### config.mk
export PLATFORM = sky130hd
export DESIGN_NAME = fdc_poll_seq
export DESIGN_NICKNAME = d
export VERILOG_FILES = /design/src/rtl/fdc_poll_pkg.sv /design/src/rtl/fdc_poll_timebase.sv /design/src/rtl/fdc_poll_flags.sv /design/src/rtl/fdc_poll_pwrdn.sv /design/src/rtl/fdc_poll_seq.sv
export SDC_FILE = /design/constraint.sdc
export NUM_CORES = 1
export LEC_CHECK = 0
export BUFFER_PORTS_ARGS = -buffer_cell sky130_fd_sc_hd__buf_2
export CAP_MARGIN = 20
export CORE_ASPECT_RATIO = 1.75
export CORE_MARGIN = 3
export CORE_UTILIZATION = 60
export DETAILED_ROUTE_END_ITERATION = 10
export PLACE_DENSITY_LB_ADDON = 0.05
export SLEW_MARGIN = 25
export SYNTH_ARGS = -nofsm -noshare
export SYNTH_HDL_FRONTEND = slang
export SYNTH_SLANG_ARGS = --single-unit
### constraint.sdc
create_clock -name clk -period 5.7 [get_ports clk]
set_input_delay 0.57 -clock clk [delete_from_list [all_inputs] [get_ports clk]]
set_output_delay 0.57 -clock clk [all_outputs]
set_load 0.02 [all_outputs]
### src/rtl/fdc_poll_pkg.sv
// Package: shared types and rate codes for the idle polling sequencer.
// Assumes: the two-bit rate select follows the encoding stated in the brief.
package fdc_poll_pkg;
    typedef enum logic [1:0] {
        PH_IDLE = 2'd0,
        PH_POLL = 2'd1,
        PH_CMD  = 2'd2
    } phase_t;

    localparam logic [1:0] RATE_250K = 2'b01;
endpackage

### src/rtl/fdc_poll_timebase.sv
// Module: pass-interval prescaler. Produces one tick per polling period.
// The period doubles at 250 kbps. Assumes: run_i is low during the command phase.
module fdc_poll_timebase
    import fdc_poll_pkg::*;
#(
    parameter int POLL_CYC = 1000
) (
    input  logic       clk,
    input  logic       rst_n,
    input  logic       clr_i,
    input  logic       run_i,
    input  logic [1:0] rate_i,
    output logic       tick_o
);
    localparam int CW = $clog2(2 * POLL_CYC + 1);

    logic [CW-1:0] cnt_q;
    logic [CW-1:0] lim;

    // Select the terminal count from the data rate
    assign lim = (rate_i == RATE_250K) ? CW'(2 * POLL_CYC - 1) : CW'(POLL_CYC - 1);

    // Period counter, held at zero while stopped
    always_ff @(posedge clk) begin
        if (!rst_n)                 cnt_q <= '0;
        else if (clr_i || !run_i)   cnt_q <= '0;
        else if (cnt_q >= lim)      cnt_q <= '0;
        else                        cnt_q <= cnt_q + 1'b1;
    end

    assign tick_o = run_i && (cnt_q >= lim);
endmodule

### src/rtl/fdc_poll_flags.sv
// Module: reset-triggered per-drive status flags and the interrupt.
// Reset arms a one-shot. The first scan after reset raises all four flags unless
// polling was disabled within the post-reset window. Sense strobes clear the flags lowest first.
module fdc_poll_flags #(
    parameter int CFG_WIN_CYC = 500
) (
    input  logic       clk,
    input  logic       rst_n,
    input  logic       clr_i,
    input  logic       cfg_wr_i,
    input  logic       cfg_poll_dis_i,
    input  logic       scan_i,
    input  logic       sense_i,
    output logic [3:0] flags_o,
    output logic       irq_o
);
    localparam int WW = $clog2(CFG_WIN_CYC + 1);

    logic [WW-1:0] win_q;
    logic          win_open;
    logic          poll_off_q;
    logic          armed_q;
    logic [3:0]    flags_q;
    logic [3:0]    low_bit;

    assign win_open = (win_q < WW'(CFG_WIN_CYC));
    assign low_bit  = flags_q & (~flags_q + 4'd1);

    // Post-reset window counter, saturating
    always_ff @(posedge clk) begin
        if (!rst_n || clr_i)  win_q <= '0;
        else if (win_open)    win_q <= win_q + 1'b1;
    end

    // Latch the polling-disable request only inside the window
    always_ff @(posedge clk) begin
        if (!rst_n || clr_i)                              poll_off_q <= 1'b0;
        else if (cfg_wr_i && cfg_poll_dis_i && win_open)  poll_off_q <= 1'b1;
    end

    // One-shot ready-toggle event, armed by any reset
    always_ff @(posedge clk) begin
        if (!rst_n || clr_i)  armed_q <= 1'b1;
        else if (scan_i)      armed_q <= 1'b0;
    end

    // Status flags: set by the armed scan, cleared one per sense strobe
    always_ff @(posedge clk) begin
        if (!rst_n || clr_i)          flags_q <= '0;
        else if (scan_i && armed_q)   flags_q <= poll_off_q ? 4'b0000 : 4'b1111;
        else if (sense_i)             flags_q <= flags_q & ~low_bit;
    end

    assign flags_o = flags_q;
    assign irq_o   = |flags_q;
endmodule

### src/rtl/fdc_poll_pwrdn.sv
// Module: delayed automatic power-down counter. It counts pass starts while
// the motor-off limit has expired and auto power-down is enabled.
module fdc_poll_pwrdn #(
    parameter int PD_WAIT = 512
) (
    input  logic clk,
    input  logic rst_n,
    input  logic clr_i,
    input  logic tick_i,
    input  logic motor_off_i,
    input  logic auto_en_i,
    output logic pd_req_o
);
    localparam int PW = $clog2(PD_WAIT + 1);

    logic [PW-1:0] cnt_q;
    logic          cond;

    assign cond = motor_off_i && auto_en_i;

    // Saturating pass counter, cleared when the condition drops
    always_ff @(posedge clk) begin
        if (!rst_n || clr_i)                      cnt_q <= '0;
        else if (!cond)                           cnt_q <= '0;
        else if (tick_i && cnt_q < PW'(PD_WAIT))  cnt_q <= cnt_q + 1'b1;
    end

    assign pd_req_o = (cnt_q == PW'(PD_WAIT));
endmodule

### src/rtl/fdc_poll_seq.sv
// Module: idle-phase drive-polling sequencer (top).
// It runs periodic four-drive passes while idle, stepping drives that need it,
// and it holds RQM low when an opcode byte arrives during a pass.
// Assumes: 4*SLOT_CYC < POLL_CYC and SLOT_CYC >= 2.
module fdc_poll_seq
    import fdc_poll_pkg::*;
#(
    parameter int POLL_CYC    = 1000,
    parameter int SLOT_CYC    = 8,
    parameter int PD_WAIT     = 512,
    parameter int CFG_WIN_CYC = 500
) (
    input  logic       clk,
    input  logic       rst_n,
    input  logic       soft_rst_i,
    input  logic [1:0] rate_sel_i,
    input  logic       cmd_byte_i,
    input  logic       cmd_done_i,
    input  logic       sense_i,
    input  logic       cfg_wr_i,
    input  logic       cfg_poll_dis_i,
    input  logic [3:0] step_need_i,
    input  logic [3:0] step_dir_i,
    input  logic       motor_off_i,
    input  logic       auto_pd_en_i,
    output logic       rqm_o,
    output logic       dio_o,
    output logic [3:0] msr_drv_o,
    output logic       irq_o,
    output logic       poll_act_o,
    output logic       step_o,
    output logic       dir_o,
    output logic [1:0] step_drv_o,
    output logic       pd_req_o
);
    localparam int SW = $clog2(SLOT_CYC);

    phase_t        phase_q;
    logic          cmd_pend_q;
    logic [1:0]    drv_q;
    logic [SW-1:0] slot_q;
    logic          tb_tick;
    logic          pass_start;
    logic          pass_last;
    logic          stepping;

    fdc_poll_timebase #(.POLL_CYC(POLL_CYC)) u_timebase (
        .clk    (clk),
        .rst_n  (rst_n),
        .clr_i  (soft_rst_i),
        .run_i  (phase_q != PH_CMD),
        .rate_i (rate_sel_i),
        .tick_o (tb_tick)
    );

    assign pass_start = tb_tick && (phase_q == PH_IDLE) && !cmd_byte_i;
    assign pass_last  = (phase_q == PH_POLL) && (drv_q == 2'd3) && (slot_q == SW'(SLOT_CYC - 1));

    fdc_poll_flags #(.CFG_WIN_CYC(CFG_WIN_CYC)) u_flags (
        .clk            (clk),
        .rst_n          (rst_n),
        .clr_i          (soft_rst_i),
        .cfg_wr_i       (cfg_wr_i),
        .cfg_poll_dis_i (cfg_poll_dis_i),
        .scan_i         (pass_start),
        .sense_i        (sense_i),
        .flags_o        (msr_drv_o),
        .irq_o          (irq_o)
    );

    fdc_poll_pwrdn #(.PD_WAIT(PD_WAIT)) u_pwrdn (
        .clk         (clk),
        .rst_n       (rst_n),
        .clr_i       (soft_rst_i),
        .tick_i      (pass_start),
        .motor_off_i (motor_off_i),
        .auto_en_i   (auto_pd_en_i),
        .pd_req_o    (pd_req_o)
    );

    // Phase machine: idle, polling pass, command
    always_ff @(posedge clk) begin
        if (!rst_n || soft_rst_i) begin
            phase_q <= PH_IDLE;
        end else begin
            unique case (phase_q)
                PH_IDLE: if (cmd_byte_i)      phase_q <= PH_CMD;
                         else if (pass_start) phase_q <= PH_POLL;
                PH_POLL: if (pass_last)       phase_q <= (cmd_pend_q || cmd_byte_i) ? PH_CMD : PH_IDLE;
                PH_CMD:  if (cmd_done_i)      phase_q <= PH_IDLE;
                default:                      phase_q <= PH_IDLE;
            endcase
        end
    end

    // Remember an opcode byte that arrived during a pass
    always_ff @(posedge clk) begin
        if (!rst_n || soft_rst_i)                  cmd_pend_q <= 1'b0;
        else if (phase_q != PH_POLL || pass_last)  cmd_pend_q <= 1'b0;
        else if (cmd_byte_i)                       cmd_pend_q <= 1'b1;
    end

    // Drive and slot counters walking drives 0..3
    always_ff @(posedge clk) begin
        if (!rst_n || soft_rst_i || phase_q != PH_POLL) begin
            drv_q  <= '0;
            slot_q <= '0;
        end else if (slot_q == SW'(SLOT_CYC - 1)) begin
            slot_q <= '0;
            drv_q  <= drv_q + 2'd1;
        end else begin
            slot_q <= slot_q + 1'b1;
        end
    end

    assign stepping   = (phase_q == PH_POLL) && (slot_q == '0) && step_need_i[drv_q];
    assign step_o     = stepping;
    assign dir_o      = stepping && step_dir_i[drv_q];
    assign step_drv_o = drv_q;
    assign poll_act_o = (phase_q == PH_POLL);
    assign rqm_o      = !((phase_q == PH_POLL) && cmd_pend_q);
    assign dio_o      = 1'b0;
endmodule

==> impl_metrics.tcl, run 1 <==
set metrics [dict create \
    worst_hold_path_type "reg -> reg" \
    final_util_pct 71.4 \
    grt_pass1_wl_um 7170 \
    slew_headroom_pct 63.1 \
    finalSetupViolations 0 \
    post_dp_cell_area_um2 2380 \
    p_sw_share_pct 22.3 \
    cap_violations 0 \
    vias_per_cell 5.45 \
    r2r-end "u_timebase.cnt_q[4]" \
    drc 0 \
    hold_end "slot_q[0]" \
    synthFlopType "dfxtp_1" \
    grt_setup_unrepaired "false" \
    yosysSeqAreaShare_pct 40.0 \
    synth_area_um2 2200 \
    dpl.cell_count 307 \
    die_w_um 51.8 \
    cp-end-kind "primary output" \
    period_needed_ns 2.32 \
    fillers 285 \
    p_seq_share_pct 58.0 \
    cts_sinks 44 \
    holdPathStages 1 \
    worst-path-max-fanout 5 \
    setup.worst_path.class "reg -> out" \
    finalHoldViolations 0 \
    cts.path.max_buffers 2 \
    syn_inst 235 \
    synth_cell_types 49 \
    hpwl_um 3090 \
    fin_area_um2 2480 \
    cp.arrival_ns 1.75 \
    grt_use_total_pct 20.8 \
    async_flop_share_pct 0 \
    peakVddDrop_v 0.000194 \
    numPortBuffers 31 \
    hp-start "slot_q[0]" \
    pwr-share-clk_pct 37.7 \
    tightestPinTransition_ns 0.553 \
    drive_gt1_share_pct 25.2 \
    num-nets-final 300 \
    core_area_um2 3470 \
    min_period_over_period_pct 40.7 \
    rr_startpoint "u_timebase.cnt_q[5]" \
    ys_warn_count 0 \
    syn2layout_area_growth_pct 12.6 \
    clock-skew-final_ns 0.00553 \
    initial_core_util_pct 63.4 \
    netlist.top_cell.by_area "dfxtp_1" \
    firstDrtPassIters 4 \
    critPathLaunchType "flop" \
    grt_max_degree 16 \
    fp-row-count 28 \
    fin_setup_tns_ns 0 \
    wl_per_cell_um 13.0 \
    grt_pass1_vias 1730 \
    gp_congestion 0.735 \
    diodes 0 \
    cts_tree "yes" \
    dieArea_um2 4460 \
    ctsResizeCount 0 \
    netlist.area_leader.share_pct 40.0 \
    fmax_ghz 0.431 \
    drt-initial-drc-count 12 \
    path_clk_slew_ns 0.08 \
    cts_max_level 2 \
    reg2reg_depth 6 \
    cts-root-buf "clkbuf_8" \
    stdcell_count 315 \
    worst_ep_required_time_ns 5.13 \
    switchingPower_mw 0.120 \
    power_frac_comb_pct 4.3 \
    synth_edf_count 0 \
    gr-total-overflow 0 \
    insertion_delay_ns 0.30 \
    synth_area_leaders "dfxtp_1 (40%), ha_1 (6.3%), nor2_1 (3.9%), xor2_1 (3.6%), nand2_1 (3.4%)" \
    drt-total-wl_um 4090 \
    fp.dieH_um 86.1 \
    postSynthAreaPerCell_um2 9.36 \
    regToRegSetupSlack_ns 3.68 \
    power.density_nw_per_um2 217 \
    ant_nets 0 \
    antenna_found_initial 0 \
    vias 1716 \
    io-pin-count 33 \
    numCtsBuffers 5 \
    synth-seq-cells 44 \
    status "completed" \
    final-max-slew-violation-count 0 \
    synth_fp_nets 266 \
    cts_setup_buffers 0 \
    cts-hold-fix-buffers 0 \
    p_leak_nw 0.948 \
    internal_power_mw 0.417 \
]
[power groups by stage]
stage	Combinational [mW]	Sequential [mW]	Clock [mW]
after global routing	0.0267	0.312	0.220
after detailed placement	0.0236	0.319	0
after CTS	0.0237	0.311	0.207
after global placement	0.0230	0.319	0
after floorplan	0.0154	0.318	0
final	0.0233	0.311	0.202
[routing by layer]
metal  share of wire, %  GRT usage (%)
met1                 40           23.3
met2                 55           37.7
met3                3.0           2.61
met4                2.1           9.31
met5                  0              0
[Yosys cell counts (3+ instances only)]
library cell and count:
a21oi_1 9, nor3_1 4, nor2_2 10, dfxtp_1 44, nand3_1 11, nor2_1 23
nand2b_1 5, nor2b_1 3, o21ai_0 8, mux2i_1 4, inv_1 10, a31o_2 3
and3_1 4, xnor2_1 8, xor2_1 9, nand4_1 5, and2_1 5, nand2_1 20
ha_1 11, nor4_1 3
[final cells by class]
type | instances | area [um^2] | area share, %
clock buffers | 6 | 82.6 | 3.33
multi-input cells | 177 | 1250 | 50.7
repair buffers | 31 | 155 | 6.26
well taps | 45 | 56.3 | 2.27
flip-flops and latches | 44 | 881 | 35.6
clock inverters | 2 | 10.0 | 0.404
inverters | 10 | 37.5 | 1.52
[cell families (layout without fill, tap and decap cells)]
kind of cell | count (synthesis) | after routing | synth area share (%)
other | 1 | 1 | 0.170
AND/OR/NAND/NOR | 101 | 101 | 24.5
adder cells (fa/ha/maj) | 11 | 11 | 6.26
flip-flops | 44 | 44 | 40.0
AO/OA/AOI/OAI | 41 | 41 | 15.5
multiplexers | 6 | 6 | 3.87
buffers and inverters | 14 | 49 | 2.90
XOR/XNOR | 17 | 17 | 6.77
[critical path: stages (launching register included)]
cell and delay, ns:
dfxtp_1 0.46, mux4_2 0.52, and4b_1 0.20, and2_1 0.13
buf_2 0.15
[placed cells by master, fill, tap and decap left out, drive strengths merged, types with 4 or more instances in the layout]
cell and n:
buf 31, xor2 9, inv 10, nor3 5
dfxtp 44, nor2 33, and2 5, a21oi 11
xnor2 8, nand2b 5, o21ai 9, clkbuf 6
nand4 5, mux2i 4, and3 4, ha 11
nand3 11, nand2 20
[state kept, by name, summed over array words and instances, names as in the netlist]
register,cells
cmd_pend_q,1
phase_q,2
slot_q,3
step_drv_o,2
u_flags.armed_q,1
u_flags.flags_o,4
u_flags.poll_off_q,1
u_flags.win_q,9
u_pwrdn.cnt_q,10
u_timebase.cnt_q,11
[worst max-delay path by stage]
stage	from	endpoint	slack, ns
after global placement	rate_sel_i[1]	u_timebase.cnt_q[9]	3.27
after global routing	step_drv_o[0]	dir_o	3.27
final	step_drv_o[0]	dir_o	3.38
after detailed placement	rate_sel_i[1]	u_timebase.cnt_q[4]	3.24
after CTS	step_drv_o[0]	dir_o	3.36
after floorplan	rate_sel_i[1]	u_timebase.cnt_q[6]	3.40
[metrics by stage]
stage	power, mW	hold WS [ns]	setup WS, ns
3_5_place_dp	0.342	0.460	3.24
5_1_grt	0.559	0.486	3.27
3_3_place_gp	0.342	0.444	3.27
2_1_floorplan	0.334	0.427	3.40
6_report	0.537	0.464	3.38
4_1_cts	0.542	0.472	3.36
Note: power is estimated with default switching activity, not from simulation.
==> run 2, diff against run 1 <==
- ABC_AREA: default -> 1
- CORE_UTILIZATION: 60 -> 51
- clock period: 5.7 -> 1.9 ns (I/O delays scaled with it)
==> run 2 against run 1 <==
Net effect:
- synthesized area is 4.2% higher
- power grew to 3.0 times the previous value
- core utilization is 10 points lower
- worst hold slack worse by 0.28 ns
- via count is 16% higher
- largest cell class unchanged
- register-to-register slack worse by 3.4 ns
- cell area is 4.8% higher
- final cell count is 30% higher
- die area is 20% higher
- first-iteration DRC count grew to 2.9 times the previous value
==> impl_metrics.tcl, run 2 <==
set metrics [dict create \
    diodes 0 \
    cts_max_level 2 \
    grt_use_total_pct 17.2 \
    fin_setup_tns_ns 0 \
    dpl.cell_count 401 \
    stdcell_count 409 \
    setup.worst_path.class "reg -> out" \
    die_w_um 56.7 \
    final_util_pct 61.4 \
    critPathMaxStageDelay_ns 0.50 \
    fp.dieH_um 94.7 \
    netlist.area_leader.share_pct 38.4 \
    min_period_over_period_pct 91.4 \
    grt_pass1_wl_um 7450 \
    gp_congestion 0.813 \
    vias_per_cell 4.88 \
    initial_core_util_pct 54.2 \
    internal_power_mw 1.25 \
    switchingPower_mw 0.367 \
    antenna_found_initial 0 \
    final_common_cell "nand2_1" \
    drc 0 \
    cpMaxStageDelayCell "dfxtp_1" \
    synthTopCellsByCount "nand2_1 (62), nor2_1 (54), inv_1 (50)" \
    drt-initial-drc-count 35 \
    pwr-share-clk_pct 37.3 \
    final_cell_mix "nand2_1 (62), nor2_1 (54), inv_1 (50)" \
    async_flop_share_pct 0 \
    cts-hold-fix-buffers 0 \
    drt-total-wl_um 4310 \
    numCtsBuffers 5 \
    power_frac_comb_pct 5.1 \
    power.density_nw_per_um2 624 \
    status "completed" \
    cp-end-kind "primary output" \
    critPathLaunchType "flop" \
    ant_nets 0 \
    fmax_ghz 0.576 \
    drive_gt1_share_pct 15.3 \
    yosysSeqAreaShare_pct 38.4 \
    top_regs "u_timebase.cnt_q: 11 flops, u_pwrdn.cnt_q: 10 flops, u_flags.win_q: 9 flops" \
    top_register "u_timebase.cnt_q" \
    cts.path.max_buffers 2 \
    wl_per_cell_um 10.5 \
    ctsResizeCount 0 \
    cap_violations 0 \
    synth_fp_nets 353 \
    postSynthAreaPerCell_um2 7.11 \
    synthFlopType "dfxtp_1" \
    num-nets-final 390 \
    synth_area_leaders "dfxtp_1 (38%), nand2_1 (10%), nor2_1 (8.8%), inv_1 (8.2%), ha_1 (6.0%)" \
    syn2layout_area_growth_pct 13.3 \
    p_seq_share_pct 57.5 \
    synth_edf_count 0 \
    p_sw_share_pct 22.7 \
    synth-seq-cells 44 \
    period_needed_ns 1.74 \
    fp-row-count 31 \
    numPortBuffers 31 \
    path_clk_slew_ns 0.08 \
    crit_path_start "step_drv_o[0]" \
    clock-skew-final_ns 0.00741 \
    cts_sinks 44 \
    cts-root-buf "clkbuf_8" \
    grt_pass1_vias 1892 \
    grt_setup_unrepaired "false" \
    synth_area_um2 2290 \
    gr-total-overflow 0 \
    worst-path-max-fanout 9 \
    hpwl_um 3420 \
    firstDrtPassIters 4 \
    worst_hold_path_type "in -> reg" \
    grt_max_degree 14 \
    cts_tree "yes" \
    crit_buf_inv 1 \
    total_power_mw 1.62 \
    reg2reg_depth 9 \
    p_leak_nw 1.12 \
    dieArea_um2 5360 \
    core_area_um2 4230 \
    finalHoldViolations 0 \
    cp.arrival_ns 1.55 \
    ys_warn_count 0 \
    cp_cell_sequence "nand2_1, nand3_1, nand3_1, a31o_2, a21oi_1, buf_2" \
    synthMostInstantiatedCell "nand2_1" \
    worst_ep_required_time_ns 1.71 \
    peakVddDrop_v 0.000564 \
    critPathTopFamily "flip-flops" \
    largest_reg_flops 11 \
    regToRegSetupSlack_ns 0.30 \
    cts_setup_buffers 0 \
    cp.depth 6 \
    rr_startpoint "u_timebase.cnt_q[5]" \
    cp-endpoint "dir_o" \
    syn_inst 322 \
    final-max-slew-violation-count 0 \
    finalSetupViolations 0 \
    cp_common_cell "nand3_1" \
    io-pin-count 33 \
    r2r-end "u_timebase.cnt_q[2]" \
    synth_cell_types 34 \
    netlist.top_cell.by_area "dfxtp_1" \
    vias 1997 \
    insertion_delay_ns 0.30 \
]
## run 2: metal layers
layer	global-route usage (%)	up-vias	wire length, um
met5	0	-	0
met4	6.53	0	65
met3	3.97	6	115
met2	33.4	16	2350
met1	17.2	885	1780
li1	-	1090	-
## run 2: cell families after synthesis
group / count (synthesis) / synth area share [%]
and+or+nand+nor: 163 / 32.3
buffers and inverters: 55 / 9.56
DFF: 44 / 38.4
AOI/OAI and AO/OA: 39 / 10.0
adders and majority gates: 11 / 6.01
xor gates and xnor gates: 9 / 3.44
other: 1 / 0.164
## run 2: worst register-to-register path: cells and delay by family, from the launching register on
family        cells  cell delay (ns)
fa+ha+maj         1             0.25
flops             1             0.40
buf+inv           1             0.18
simple gates      7             0.70
## run 2: worst min path at each step
stage,endpoint,start,cells past startpoint
2_1_floorplan,u_flags.armed_q,soft_rst_i,2
3_3_place_gp,slot_q[0],slot_q[0],1
3_5_place_dp,slot_q[0],slot_q[0],1
4_1_cts,u_flags.poll_off_q,cfg_wr_i,3
5_1_grt,u_flags.poll_off_q,cfg_wr_i,3
6_report,u_flags.poll_off_q,cfg_wr_i,3
## run 2: cell type report
type | instances | area [um^2]
inverter | 52 | 200
tap | 49 | 61.3
multi-input combinational | 223 | 1190
clock inverter | 2 | 10.0
clock buffer | 6 | 82.6
sequential | 44 | 881
timing repair buffer | 33 | 170
fill | 433 | 1630
## run 2: power by group through the flow
stage                     combinational (mW)  sequential [mW]  clock [mW]
after floorplan                       0.0512            0.955           0
after global placement                0.0833            0.954           0
after detailed placement              0.0841            0.955           0
after CTS                             0.0844            0.933       0.628
after global routing                  0.0967            0.934       0.643
final                                 0.0831            0.933       0.605
## run 2: stage by stage
stage	cell area (um^2)	hold WS [ns]	worst slack [ns]
after global routing	2600	0.214	0.0282
after floorplan	2290	0.331	0.390
final	2600	0.181	0.163
after CTS	2600	0.174	0.132
after global placement	2500	0.428	0.209
after detailed placement	2500	0.438	0.167
==> run 3, diff against run 2 <==
==> constraint.sdc (replaced) <==
create_clock -name clk -period 1.9 [get_ports clk]
set_input_delay 0.38 -clock clk [delete_from_list [all_inputs] [get_ports clk]]
set_output_delay 0.38 -clock clk [all_outputs]
set_load 0.02 [all_outputs]
==> run 3 against run 2 <==
Net effect:
- clock-buffer cell count rose by 2
- global-route usage rose by 0.37 points
- register-to-register slack got worse by 0.03 ns
- combinational power rose by 6.1%
- power fell by 0.79%
- routed wire length rose by 2.3%
- critical path depth rose by 1
- fmax fell by 3.5%
- via count rose by 3.3%
- largest power group unchanged
- highest routed layer unchanged
==> impl_metrics.tcl, run 3 (synthesized netlist as in run 2, its figures left out) <==
set metrics [dict create \
    status "completed" \
    io-pin-count 33 \
    total_power_mw 1.61 \
    post_dp_cell_area_um2 2540 \
    drc 0 \
    top_usage_layer "met2" \
    initial_core_util_pct 54.2 \
    cap_violations 0 \
    cts_sinks 44 \
    gr-total-overflow 0 \
    final-max-slew-violation-count 0 \
    final_common_cell "nand2_1" \
    vias 2063 \
    p_leak_nw 1.14 \
    power.density_nw_per_um2 607 \
    insertion_delay_ns 0.29 \
    use_met3_pct 4.24 \
    gr-usage-met2_pct 35.0 \
    syn2layout_area_growth_pct 15.7 \
    drt-total-wl_um 4410 \
    grt_pass1_wl_um 7540 \
    finalHoldViolations 0 \
    met1_usage_pct 16.8 \
    worst_ep_required_time_ns 1.52 \
    numCtsBuffers 5 \
    period_needed_ns 1.80 \
    final.setup.worst_slack_ns 0.0997 \
    diodes 0 \
    finalSetupViolations 0 \
    vias_per_cell 5.00 \
    firstDrtPassIters 4 \
    worst-path-max-fanout 3 \
    path_clk_slew_ns 0.07 \
    dieArea_um2 5360 \
    fin_setup_tns_ns 0 \
    cts.path.max_buffers 2 \
    grt_max_degree 13 \
    top_regs "u_timebase.cnt_q: 11 flops, u_pwrdn.cnt_q: 10 flops, u_flags.win_q: 9 flops" \
    num-nets-final 394 \
    multiInputGateArea_um2 1200 \
    cts-root-buf "clkbuf_8" \
    setup.worst_path.class "reg -> out" \
    gp_congestion 0.811 \
    dp_slack_ns -0.0151 \
    grt_pass1_vias 1884 \
    critPathLaunchType "flop" \
    worst_hold_path_type "in -> reg" \
    antenna_found_initial 0 \
    cp.arrival_ns 1.42 \
    clock-skew-final_ns 0.00663 \
    core_area_um2 4230 \
    fillers 423 \
    stdcell_count 413 \
    fp-row-count 31 \
    die_w_um 56.7 \
    cts_tree "yes" \
    fmax_ghz 0.555 \
    grt_use_total_pct 17.6 \
    ant_nets 0 \
    wl_per_cell_um 10.7 \
    drive_gt1_share_pct 17.6 \
    cp-end-kind "primary output" \
    largest_reg_flops 11 \
    top_register "u_timebase.cnt_q" \
    fin_area_um2 2650 \
    drt-initial-drc-count 47 \
    min_period_over_period_pct 94.8 \
    final_util_pct 62.7 \
    peakVddDrop_v 0.000501 \
    fp.dieH_um 94.7 \
    cts-hold-fix-buffers 0 \
    numPortBuffers 31 \
    seqCellArea_um2 887 \
    hold-worst-slack_ns 0.373 \
    final_cell_mix "nand2_1 (61), nor2_1 (53), inv_1 (48)" \
    cts_max_level 2 \
    dpl.cell_count 404 \
    grt_setup_unrepaired "false" \
    hpwl_um 3510 \
]
run 3: cell type report:
type | count | area share (%)
flip-flops and latches | 44 | 33.5
clock buffers | 8 | 3.40
inverters | 52 | 7.55
well taps | 49 | 2.31
multi-input cells | 223 | 45.1
repair buffers | 37 | 8.12
run 3: path summary, 6_finish.rpt:
kind | startpoint | end | slack [ns] | cells past startpoint
setup / recovery | phase_q[1] | dir_o | 0.1 | 7
hold / removal | cfg_wr_i | u_flags.poll_off_q | 0.37 | 3
setup reg to reg | u_timebase.cnt_q[5] | u_timebase.cnt_q[2] | 0.27 | 9
hold reg to reg | u_timebase.cnt_q[0] | u_timebase.cnt_q[0] | 0.45 | 1
run 3: worst max-delay path, stage by stage (launching register included):
cell     delay [ns]
dfxtp_2        0.33
inv_2          0.06
nand2_2        0.07
nor2_2         0.09
nand3_1        0.09
a31o_2         0.23
a21oi_1        0.11
buf_4          0.15
run 3: what timing repair did:
action / in CTS / in global routing
cloned: 0 / 0
resized for setup: 4 / 5
pin swaps: 0 / 0
endpoints found under the setup margin: 1 / 2
setup buffers: 0 / 1
run 3: routing by layer:
metal | wire [um] | part of all wire (%)
met3 | 138 | 3.1
met5 | 0 | 0
met1 | 1640 | 37
met2 | 2550 | 58
met4 | 73 | 1.7
run 3: power breakdown:
part           leakage, nW  switching, mW  internal (mW)
clock network       0.0455          0.292          0.297
registers            0.357        0.00463          0.926
logic                0.736         0.0481         0.0401
